`config.mk`:
```
export PLATFORM = sky130hd
export DESIGN_NAME = cmp_down_timer
export DESIGN_NICKNAME = d
export VERILOG_FILES = /design/src/rtl/cdt_pkg.sv /design/src/rtl/cdt_regs.sv /design/src/rtl/cdt_count.sv /design/src/rtl/cdt_flag.sv /design/src/rtl/cmp_down_timer.sv
export SDC_FILE = /design/constraint.sdc
export NUM_CORES = 1
export LEC_CHECK = 0
export BUFFER_PORTS_ARGS = -buffer_cell sky130_fd_sc_hd__buf_2
export CAP_MARGIN = 20
export CORE_UTILIZATION = 50
export CTS_CLUSTER_DIAMETER = 40
export DETAILED_ROUTE_END_ITERATION = 12
export PLACE_DENSITY = 0.69
export SETUP_SLACK_MARGIN = 0.3
export SYNTH_ARGS = -nofsm -noshare
export SYNTH_HDL_FRONTEND = slang
export SYNTH_SLANG_ARGS = --single-unit
```
`constraint.sdc`:
```
create_clock -name clk -period 3.5 [get_ports clk]
set_clock_uncertainty 0.1 [all_clocks]
set_input_delay 0.7 -clock clk [delete_from_list [all_inputs] [get_ports clk]]
set_output_delay 0.7 -clock clk [all_outputs]
set_load 0.1 [all_outputs]
```
`src/rtl/cdt_pkg.sv`:
```
package cdt_pkg;

    localparam int DATA_W      = 32;
    localparam int ADDR_W      = 5;
    localparam int CTRL_KEEP_W = 26;

    // control bit positions
    localparam int B_RUN        = 0;
    localparam int B_PRESET     = 1;
    localparam int B_CMP_IE     = 2;
    localparam int B_RELOAD     = 3;
    localparam int B_SOFT_RST   = 16;
    localparam int B_IMM_LOAD   = 17;
    localparam int B_FLAG       = 0;

    localparam logic [ADDR_W-1:0] OFS_CTRL = 5'h00;
    localparam logic [ADDR_W-1:0] OFS_STAT = 5'h04;
    localparam logic [ADDR_W-1:0] OFS_LOAD = 5'h08;
    localparam logic [ADDR_W-1:0] OFS_CMP  = 5'h0C;
    localparam logic [ADDR_W-1:0] OFS_CNT  = 5'h10;

    typedef enum logic [2:0] {
        SEL_CTRL,
        SEL_STAT,
        SEL_LOAD,
        SEL_CMP,
        SEL_CNT,
        SEL_NONE
    } reg_sel_e;

    typedef enum logic [1:0] {
        ACT_HOLD,
        ACT_CLEAR,
        ACT_FORCE,
        ACT_STEP
    } cnt_act_e;

    typedef struct packed {
        logic imm_load;
        logic reload;
        logic cmp_ie;
        logic run;
    } ctrl_t;

    function automatic reg_sel_e decode_addr(input logic [ADDR_W-1:0] a);
        case (a)
            OFS_CTRL: return SEL_CTRL;
            OFS_STAT: return SEL_STAT;
            OFS_LOAD: return SEL_LOAD;
            OFS_CMP:  return SEL_CMP;
            OFS_CNT:  return SEL_CNT;
            default:  return SEL_NONE;
        endcase
    endfunction

endpackage

```
`src/rtl/cdt_regs.sv`:
```
module cdt_regs
    import cdt_pkg::*;
#(
    parameter int CNT_W = DATA_W
) (
    input  logic              clk,
    input  logic              rst,
    input  logic              wr_en,
    input  logic [ADDR_W-1:0] addr,
    input  logic [CNT_W-1:0]  wdata,
    input  logic [CNT_W-1:0]  cnt_q,
    input  logic              flag_q,
    output logic [CNT_W-1:0]  rdata,
    output ctrl_t             ctrl,
    output logic [CNT_W-1:0]  load_q,
    output logic [CNT_W-1:0]  cmp_q,
    output logic              soft_rst,
    output logic              force_en,
    output logic [CNT_W-1:0]  force_val,
    output logic              stat_clr
);

    localparam int PAD_W = CNT_W - CTRL_KEEP_W;

    reg_sel_e                 sel;
    logic [CTRL_KEEP_W-1:0]   ctrl_raw;
    logic [CTRL_KEEP_W-1:0]   ctrl_after_rst;
    logic                     wr_ctrl, wr_stat, wr_load, wr_cmp;
    logic                     start_preset, imm_write;

    assign sel     = decode_addr(addr);
    assign wr_ctrl = wr_en && (sel == SEL_CTRL);
    assign wr_stat = wr_en && (sel == SEL_STAT);
    assign wr_load = wr_en && (sel == SEL_LOAD);
    assign wr_cmp  = wr_en && (sel == SEL_CMP);

    assign ctrl.run      = ctrl_raw[B_RUN];
    assign ctrl.cmp_ie   = ctrl_raw[B_CMP_IE];
    assign ctrl.reload   = ctrl_raw[B_RELOAD];
    assign ctrl.imm_load = ctrl_raw[B_IMM_LOAD];

    assign soft_rst     = wr_ctrl && wdata[B_SOFT_RST];
    assign start_preset = wr_ctrl && !ctrl.run && wdata[B_RUN] && wdata[B_PRESET];
    assign imm_write    = wr_load && ctrl.imm_load;
    assign force_en     = start_preset || imm_write;
    assign stat_clr     = wr_stat && wdata[B_FLAG];

    always_comb begin
        if (imm_write) begin
            force_val = wdata;
        end else if (wdata[B_RELOAD]) begin
            force_val = load_q;
        end else begin
            force_val = '1;
        end
    end

    always_comb begin
        ctrl_after_rst        = '0;
        ctrl_after_rst[B_RUN] = wdata[B_RUN];
    end

    always_ff @(posedge clk) begin
        if (rst) begin
            ctrl_raw <= '0;
            load_q   <= '1;
            cmp_q    <= '0;
        end else if (soft_rst) begin
            ctrl_raw <= ctrl_after_rst;
            load_q   <= '1;
            cmp_q    <= '0;
        end else begin
            if (wr_ctrl) ctrl_raw <= wdata[CTRL_KEEP_W-1:0];
            if (wr_load) load_q   <= wdata;
            if (wr_cmp)  cmp_q    <= wdata;
        end
    end

    always_comb begin
        unique case (sel)
            SEL_CTRL: rdata = {{PAD_W{1'b0}}, ctrl_raw};
            SEL_STAT: rdata = {{(CNT_W-1){1'b0}}, flag_q};
            SEL_LOAD: rdata = load_q;
            SEL_CMP:  rdata = cmp_q;
            SEL_CNT:  rdata = cnt_q;
            default:  rdata = '0;
        endcase
    end

endmodule

```
`src/rtl/cdt_count.sv`:
```
module cdt_count
    import cdt_pkg::*;
#(
    parameter int CNT_W = DATA_W
) (
    input  logic             clk,
    input  logic             rst,
    input  logic             soft_rst,
    input  logic             force_en,
    input  logic [CNT_W-1:0] force_val,
    input  logic             step_en,
    input  logic             reload,
    input  logic [CNT_W-1:0] load_q,
    input  logic [CNT_W-1:0] cmp_q,
    output logic [CNT_W-1:0] cnt_q,
    output logic             match
);

    cnt_act_e         act;
    logic [CNT_W-1:0] stepped;
    logic [CNT_W-1:0] cnt_d;

    always_comb begin
        if (cnt_q == '0) begin
            stepped = reload ? load_q : '1;
        end else begin
            stepped = cnt_q - CNT_W'(1);
        end
    end

    always_comb begin
        if (soft_rst)      act = ACT_CLEAR;
        else if (force_en) act = ACT_FORCE;
        else if (step_en)  act = ACT_STEP;
        else               act = ACT_HOLD;
    end

    always_comb begin
        unique case (act)
            ACT_CLEAR: cnt_d = '1;
            ACT_FORCE: cnt_d = force_val;
            ACT_STEP:  cnt_d = stepped;
            default:   cnt_d = cnt_q;
        endcase
    end

    always_ff @(posedge clk) begin
        if (rst) cnt_q <= '1;
        else     cnt_q <= cnt_d;
    end

    // only a counted step can hit the compare value
    assign match = (act == ACT_STEP) && (stepped == cmp_q);

endmodule

```
`src/rtl/cdt_flag.sv`:
```
module cdt_flag (
    input  logic clk,
    input  logic rst,
    input  logic soft_rst,
    input  logic set,
    input  logic clr,
    output logic flag_q
);

    always_ff @(posedge clk) begin
        if (rst || soft_rst) flag_q <= 1'b0;
        else if (set)        flag_q <= 1'b1;
        else if (clr)        flag_q <= 1'b0;
    end

endmodule

```
`src/rtl/cmp_down_timer.sv`:
```
module cmp_down_timer
    import cdt_pkg::*;
#(
    parameter int CNT_W = DATA_W
) (
    input  logic              clk,
    input  logic              rst,
    input  logic              tick_en,
    input  logic              wr_en,
    input  logic [ADDR_W-1:0] addr,
    input  logic [CNT_W-1:0]  wdata,
    output logic [CNT_W-1:0]  rdata,
    output logic              irq
);

    ctrl_t            ctrl;
    logic [CNT_W-1:0] load_q, cmp_q, cnt_q, force_val;
    logic             soft_rst, force_en, stat_clr, match, flag_q;
    logic             run_w, reload_w, cmp_ie_w;

    assign run_w    = ctrl.run;
    assign reload_w = ctrl.reload;
    assign cmp_ie_w = ctrl.cmp_ie;

    cdt_regs #(.CNT_W(CNT_W)) u_regs (
        .clk       (clk),
        .rst       (rst),
        .wr_en     (wr_en),
        .addr      (addr),
        .wdata     (wdata),
        .cnt_q     (cnt_q),
        .flag_q    (flag_q),
        .rdata     (rdata),
        .ctrl      (ctrl),
        .load_q    (load_q),
        .cmp_q     (cmp_q),
        .soft_rst  (soft_rst),
        .force_en  (force_en),
        .force_val (force_val),
        .stat_clr  (stat_clr)
    );

    cdt_count #(.CNT_W(CNT_W)) u_count (
        .clk       (clk),
        .rst       (rst),
        .soft_rst  (soft_rst),
        .force_en  (force_en),
        .force_val (force_val),
        .step_en   (run_w && tick_en),
        .reload    (reload_w),
        .load_q    (load_q),
        .cmp_q     (cmp_q),
        .cnt_q     (cnt_q),
        .match     (match)
    );

    cdt_flag u_flag (
        .clk      (clk),
        .rst      (rst),
        .soft_rst (soft_rst),
        .set      (match),
        .clr      (stat_clr),
        .flag_q   (flag_q)
    );

    assign irq = flag_q && cmp_ie_w;

endmodule

```
==> impl_metrics.env, run 1 <==
export IMPL_status="complete, no violations"
export IMPL_total_power_mw=3.63
export IMPL_cp_num_buf_inv=0
export IMPL_whs_path_depth=2
export IMPL_postRouteAntennaNets=0
export IMPL_io_buffers=73
export IMPL_die_width_um=125
export IMPL_gp_congestion=1.03
export IMPL_sw_frac_of_total_pct=28.4
export IMPL_rsz0062_at_grt="yes"
export IMPL_syn_area_um2=7570
export IMPL_final_common_cell="nand2_1"
export IMPL_ys_seq_area_share_pct=32.5
export IMPL_grt_max_degree=44
export IMPL_rows=44
export IMPL_syn_num_nets=1082
export IMPL_leakage_nw=3.55
export IMPL_post_route_period_util_pct=91.2
export IMPL_cpMostUsedCell="or4_4"
export IMPL_powerDensity_nw_per_um2=375
export IMPL_min_period_ns=3.19
export IMPL_synth_top_flop_cell="dfxtp_1"
export IMPL_numClockSinks=123
export IMPL_place_ws_ns=0.278
export IMPL_first_global_vias=8022
export IMPL_p_sw_mw=1.03
export IMPL_arrival_ns=3.46
export IMPL_ir_drop_v=0.000348
export IMPL_fill_cells=1244
export IMPL_async_reset_ff_share_pct=0
export IMPL_slew_headroom_pct=27.9
export IMPL_insertedDiodeCount=0
export IMPL_clk_pin_slew_ns=0.06
export IMPL_setup_ws_ns=0.307
export IMPL_final_cell_mix="nand2_1 (206), dfxtp_1 (123), a21oi_1 (85), o21ai_0 (58), buf_4 (54)"
export IMPL_slew_violations=0
export IMPL_clkPwrFrac_pct=50.7
export IMPL_cp_endpoint="u_flag.flag_q$_SDFFE_PP0P_"
export IMPL_cp_end_kind="register"
export IMPL_r2r_start="u_count.cnt_q[1]$_SDFFE_PP1P_"
export IMPL_nets=1150
export IMPL_finalSetupViolations=0
export IMPL_pwr_share_comb_pct=10.1
export IMPL_clock_latency_ns=0.44
export IMPL_post_drt_wl_per_cell_um=25.0
export IMPL_vias_per_cell=6.78
export IMPL_synthDistinctLibCells=69
export IMPL_dp_final_hpwl_um=23000
export IMPL_worstSetupStartpointType="register"
export IMPL_drc_errors=0
export IMPL_hold_violations=0
export IMPL_critPathMaxFanout=6
export IMPL_tightest_slew_ns=1.08
export IMPL_ys_ff_latch=123
export IMPL_dpl_cell_count=1266
export IMPL_io_pin_count=74
export IMPL_cp_depth=9
export IMPL_routed_wl_um=32600
export IMPL_maxCapViolations=0
export IMPL_path_class="reg -> reg"
export IMPL_worst_path_max_delay_cell="or4_4"
export IMPL_dieArea_um2=15600
export IMPL_htree_levels=4
export IMPL_cts_tree="done"
export IMPL_r2r_cells=9
export IMPL_drt_initial_drc_count=1463
export IMPL_synth_yosys_warnings=0
export IMPL_crit_start="u_count.cnt_q[1]$_SDFFE_PP1P_"
export IMPL_syn_avg_cell_area_um2=7.28
export IMPL_grt_first_pass_wirelength_um=48800
export IMPL_synth_edf_count=0
export IMPL_regToRegEndpoint="u_flag.flag_q$_SDFFE_PP0P_"
export IMPL_initial_utilization_pct=51.7
export IMPL_coreArea_um2=14600
export IMPL_cp_required_ns=3.77
export IMPL_cp_slowest_stage_delay_ns=0.61
export IMPL_hp_class="reg -> reg"
export IMPL_vias=8840
export IMPL_fin_cells=1304
export IMPL_drive_above_1_share_pct=19.3
export IMPL_p_int_mw=2.60
export IMPL_die_h_um=125
export IMPL_fmax_ghz=0.313
export IMPL_fin_util_pct=66.1
export IMPL_synthCells=1039
export IMPL_whs_ns=0.355
export IMPL_grt_use_total_pct=41.2
export IMPL_antenna_found_initial=0
export IMPL_seqPwrFrac_pct=39.2
export IMPL_dr_pass1_iters=6
export IMPL_cts_made_buffers=17
export IMPL_cts_buffer_depth=2
export IMPL_grt_overflow_total=0
export IMPL_crit_path_cell_trace="or4_4 -> or4_4 -> nor2_2 -> xnor2_1 -> a222oi_1 -> a21oi_1 -> nor3_2 -> nand4_1 -> o21ai_1"
export IMPL_critical_path_top_delay_family="simple AND/OR/NAND/NOR gates"
export IMPL_reg2reg_slack_ns=0.31
export IMPL_area_growth_pct=27.9
export IMPL_clock_root_buffer="clkbuf_16"
## kinds of logic after synthesis
logic type      count (synthesis)  share of synthesized area (%)
compound gates                318                           27.0
xor+xnor                       29                           3.36
fa+ha+maj                       2                          0.331
buf+inv                       125                           6.75
flops                         123                           32.5
mux                            30                           4.02
simple gates                  412                           26.0
## stage by stage
stage	setup TNS [ns]	instance area, um^2
after global placement	0	8970
final	0	9680
after detailed placement	0	8970
after global routing	0	9680
after CTS	0	9590
after floorplan	-0.509	7750
## how the worst min path moves through the flow
stage,slack (ns),from,end
2_1_floorplan,0.34,u_regs.ctrl_raw[10]$_SDFFE_PP0N_,u_regs.ctrl_raw[10]$_SDFFE_PP0N_
3_3_place_gp,0.34,u_regs.ctrl_raw[8]$_SDFFE_PP0N_,u_regs.ctrl_raw[8]$_SDFFE_PP0N_
3_5_place_dp,0.35,u_regs.ctrl_raw[12]$_SDFFE_PP0N_,u_regs.ctrl_raw[12]$_SDFFE_PP0N_
4_1_cts,0.35,u_regs.ctrl_raw[12]$_SDFFE_PP0N_,u_regs.ctrl_raw[12]$_SDFFE_PP0N_
5_1_grt,0.37,u_regs.ctrl_raw[18]$_SDFFE_PP0N_,u_regs.ctrl_raw[18]$_SDFFE_PP0N_
6_report,0.35,u_regs.ctrl_raw[14]$_SDFFE_PP0N_,u_regs.ctrl_raw[14]$_SDFFE_PP0N_
## repair_timing
| action | 4_1_cts | 5_1_grt |
|---|---|---|
| pin swaps | 1 | 4 |
| buffers inserted | 2 | 3 |
| hold buffers | 0 | 0 |
| cloned | 0 | 1 |
| gates resized for setup | 0 | 15 |
| setup endpoints to repair | 1 | 2 |
## worst register-to-register path: cells and delay by family, from the launching register on
kind | cells | cell delay (ns)
compound gates | 3 | 0.77
flops | 1 | 0.39
xor+xnor | 1 | 0.16
simple gates | 5 | 1.70
## registers in the layout (all words and copies together), names as in the netlist
name	cells
u_regs.load_q	32
u_regs.ctrl_raw	26
u_count.cnt_q	32
u_flag.flag_q	1
u_regs.cmp_q	32
## cell type report
cell class	instances	area [um^2]	area share, %
inverter	39	146	1.51
multi-input combinational	792	4860	50.2
clock buffer	17	425	4.39
clock inverter	15	178	1.84
tap	184	230	2.38
sequential	123	2460	25.4
timing repair buffer	134	1380	14.3
## layer usage
layer	track usage [%]	vias up	share of wire [%]	routed length [um]
met5	0	-	0	0
met4	14.7	0	3.4	1100
met3	11.4	118	13	4370
met2	57.3	713	41	13200
met1	59.9	4116	43	13900
li1	-	3893	-	-
## cell usage after synthesis (7+ instances only)
cell type    n  area share (%)
buf_1        7            0.35
o211ai_1    16             1.6
nand3_1     35             2.3
inv_1       39             1.9
a21oi_1     86             5.7
xor2_1      15             1.7
nand2_1    206              10
clkbuf_1    68             3.4
a222oi_1     9             1.2
nand2b_1    15             1.2
o22ai_1     22             1.8
mux2i_1     27             3.6
nor2_1      40             2.0
o21ai_0     83             5.5
a22oi_1     27             2.7
xnor2_1     14             1.6
o221ai_1    13             1.5
and2_1       8            0.66
or3_1       22             1.8
dfxtp_1    123              33
nor3_1      15            0.99
nor4_1      12            0.99
nand4_1     12            0.99
nor2b_1      7            0.58
## power groups by stage
stage	logic [mW]	registers [mW]	clock network (mW)
finish	0.366	1.43	1.84
global route	0.378	1.43	1.90
CTS	0.359	1.42	1.84
detailed placement	0.358	1.46	0
global placement	0.355	1.46	0
floorplan	0.204	1.45	0
No activity file was read; power rests on OpenSTA's default activity.
==> run 2, diff against run 1 <==
--- a/config.mk
+++ b/config.mk
@@ -7,6 +7,7 @@
 export LEC_CHECK = 0
 export BUFFER_PORTS_ARGS = -buffer_cell sky130_fd_sc_hd__buf_2
 export CAP_MARGIN = 20
+export CORE_ASPECT_RATIO = 2
 export CORE_UTILIZATION = 50
 export CTS_CLUSTER_DIAMETER = 40
 export DETAILED_ROUTE_END_ITERATION = 12
==> run 2 against run 1 <==
Die area is 0.20% higher. Register-to-register slack lost 0.14 ns. Flip-flop and latch count stayed put. First-iteration DRC count shrank 29%. Clock-buffer cell count increased by 2. Non-clock buffer count is 6 higher. Critical path type unchanged. Critical endpoint unchanged.
==> impl_metrics.env, run 2 (synthesized netlist as in run 1, its figures left out) <==
export IMPL_path_class="reg -> reg"
export IMPL_post_drt_wl_per_cell_um=27.8
export IMPL_rows=63
export IMPL_drc_errors=0
export IMPL_worstSetupStartpointType="register"
export IMPL_postRouteAntennaNets=0
export IMPL_area_growth_pct=28.6
export IMPL_first_global_vias=8658
export IMPL_cts_tree="done"
export IMPL_min_period_ns=3.33
export IMPL_arrival_ns=3.60
export IMPL_critPathMaxFanout=17
export IMPL_total_power_mw=3.80
export IMPL_leakage_nw=3.58
export IMPL_fin_util_pct=65.6
export IMPL_maxCapViolations=0
export IMPL_fill_cells=1349
export IMPL_initial_utilization_pct=51.1
export IMPL_postPlaceCellArea_um2=9010
export IMPL_tightest_slew_ns=1.08
export IMPL_grt_first_pass_wirelength_um=54600
export IMPL_gp_congestion=1.08
export IMPL_final_area_um2=9730
export IMPL_drive_above_1_share_pct=18.9
export IMPL_clk_pin_slew_ns=0.06
export IMPL_ir_drop_v=0.000330
export IMPL_hp_class="reg -> reg"
export IMPL_final_cell_mix="nand2_1 (205), dfxtp_1 (123), a21oi_1 (85), buf_4 (63), o21ai_0 (57)"
export IMPL_dp_final_hpwl_um=26100
export IMPL_cp_required_ns=3.77
export IMPL_powerDensity_nw_per_um2=390
export IMPL_vias=8993
export IMPL_fin_tns_setup_ns=0
export IMPL_ctsHoldBuffers=0
export IMPL_fmax_ghz=0.300
export IMPL_clock_root_buffer="clkbuf_16"
export IMPL_rsz0062_at_grt="yes"
export IMPL_numClockSinks=123
export IMPL_grt_use_total_pct=49.4
export IMPL_drt_initial_drc_count=1043
export IMPL_post_route_period_util_pct=95.1
export IMPL_grt_max_degree=44
export IMPL_die_h_um=176
export IMPL_coreArea_um2=14800
export IMPL_nets=1155
export IMPL_register_area_um2=2460
export IMPL_grt_overflow_total=0
export IMPL_dpl_cell_count=1284
export IMPL_slew_violations=0
export IMPL_slew_headroom_pct=28.2
export IMPL_multi_input_area_um2=4810
export IMPL_io_pin_count=74
export IMPL_die_width_um=89.0
export IMPL_cts_made_buffers=17
export IMPL_whs_ns=0.355
export IMPL_final_common_cell="nand2_1"
export IMPL_clock_latency_ns=0.45
export IMPL_setup_ws_ns=0.170
export IMPL_htree_levels=4
export IMPL_io_buffers=73
export IMPL_dr_pass1_iters=8
export IMPL_cts_buffer_depth=2
export IMPL_dieArea_um2=15700
export IMPL_status="complete, no violations"
export IMPL_fin_cells=1322
export IMPL_vias_per_cell=6.80
export IMPL_antenna_found_initial=2
export IMPL_cp_end_kind="register"
export IMPL_top_regs="u_count.cnt_q (32), u_regs.cmp_q (32), u_regs.load_q (32)"
export IMPL_finalSetupViolations=0
export IMPL_hold_violations=0
export IMPL_place_ws_ns=0.316
export IMPL_routed_wl_um=36800
run 2: worst paths after layout:
kind                                    startpoint                               end  slack, ns  cells after the start
setup / recovery    u_count.cnt_q[19]$_SDFFE_PP1P_        u_flag.flag_q$_SDFFE_PP0P_       0.17                     11
hold / removal    u_regs.ctrl_raw[18]$_SDFFE_PP0N_  u_regs.ctrl_raw[18]$_SDFFE_PP0N_       0.35                      2
setup reg to reg    u_count.cnt_q[19]$_SDFFE_PP1P_        u_flag.flag_q$_SDFFE_PP0P_       0.17                     11
hold reg to reg   u_regs.ctrl_raw[18]$_SDFFE_PP0N_  u_regs.ctrl_raw[18]$_SDFFE_PP0N_       0.35                      2
run 2: what timing repair did:
action	CTS	global route
pin swaps	2	0
cloned	0	0
setup endpoints to repair	1	15
setup buffers	4	0
resized for setup	0	7
run 2: final cells by class:
type / count / area share, %
Inverter: 39 / 1.50
Antenna cell: 2 / 0.0514
Multi-Input combinational cell: 791 / 49.5
Clock buffer: 19 / 4.55
Tap cell: 195 / 2.51
Sequential cell: 123 / 25.3
Timing Repair Buffer: 140 / 14.4
Clock inverter: 13 / 2.21
run 2: routing by layer:
layer  vias up  wire length [um]  global-route usage [%]  share of wire, %
met5         -                 0                    2.80                 0
met4         0              4460                    50.5                12
met3       263              3590                    20.3               9.8
met2       613             17700                    77.2                48
met1      4217             11000                    45.6                30
li1       3900                 -                       -                 -
run 2: critical path, stage by stage (launching register included):
cell     delay, ns
dfxtp_1       0.36
nor4_1        0.62
and4_1        0.31
buf_4         0.16
and3_1        0.41
buf_12        0.21
a31oi_1       0.09
mux2_2        0.29
nor3b_1       0.27
and3_1        0.20
nand4_1       0.10
o21ai_1       0.14
run 2: where the power goes:
group          switching [mW]  leakage (nW)  total (mW)  internal [mW]
sequential             0.0156         0.994        1.43           1.41
clock                   0.711         0.318        2.00           1.29
combinational           0.256          2.27       0.373          0.117
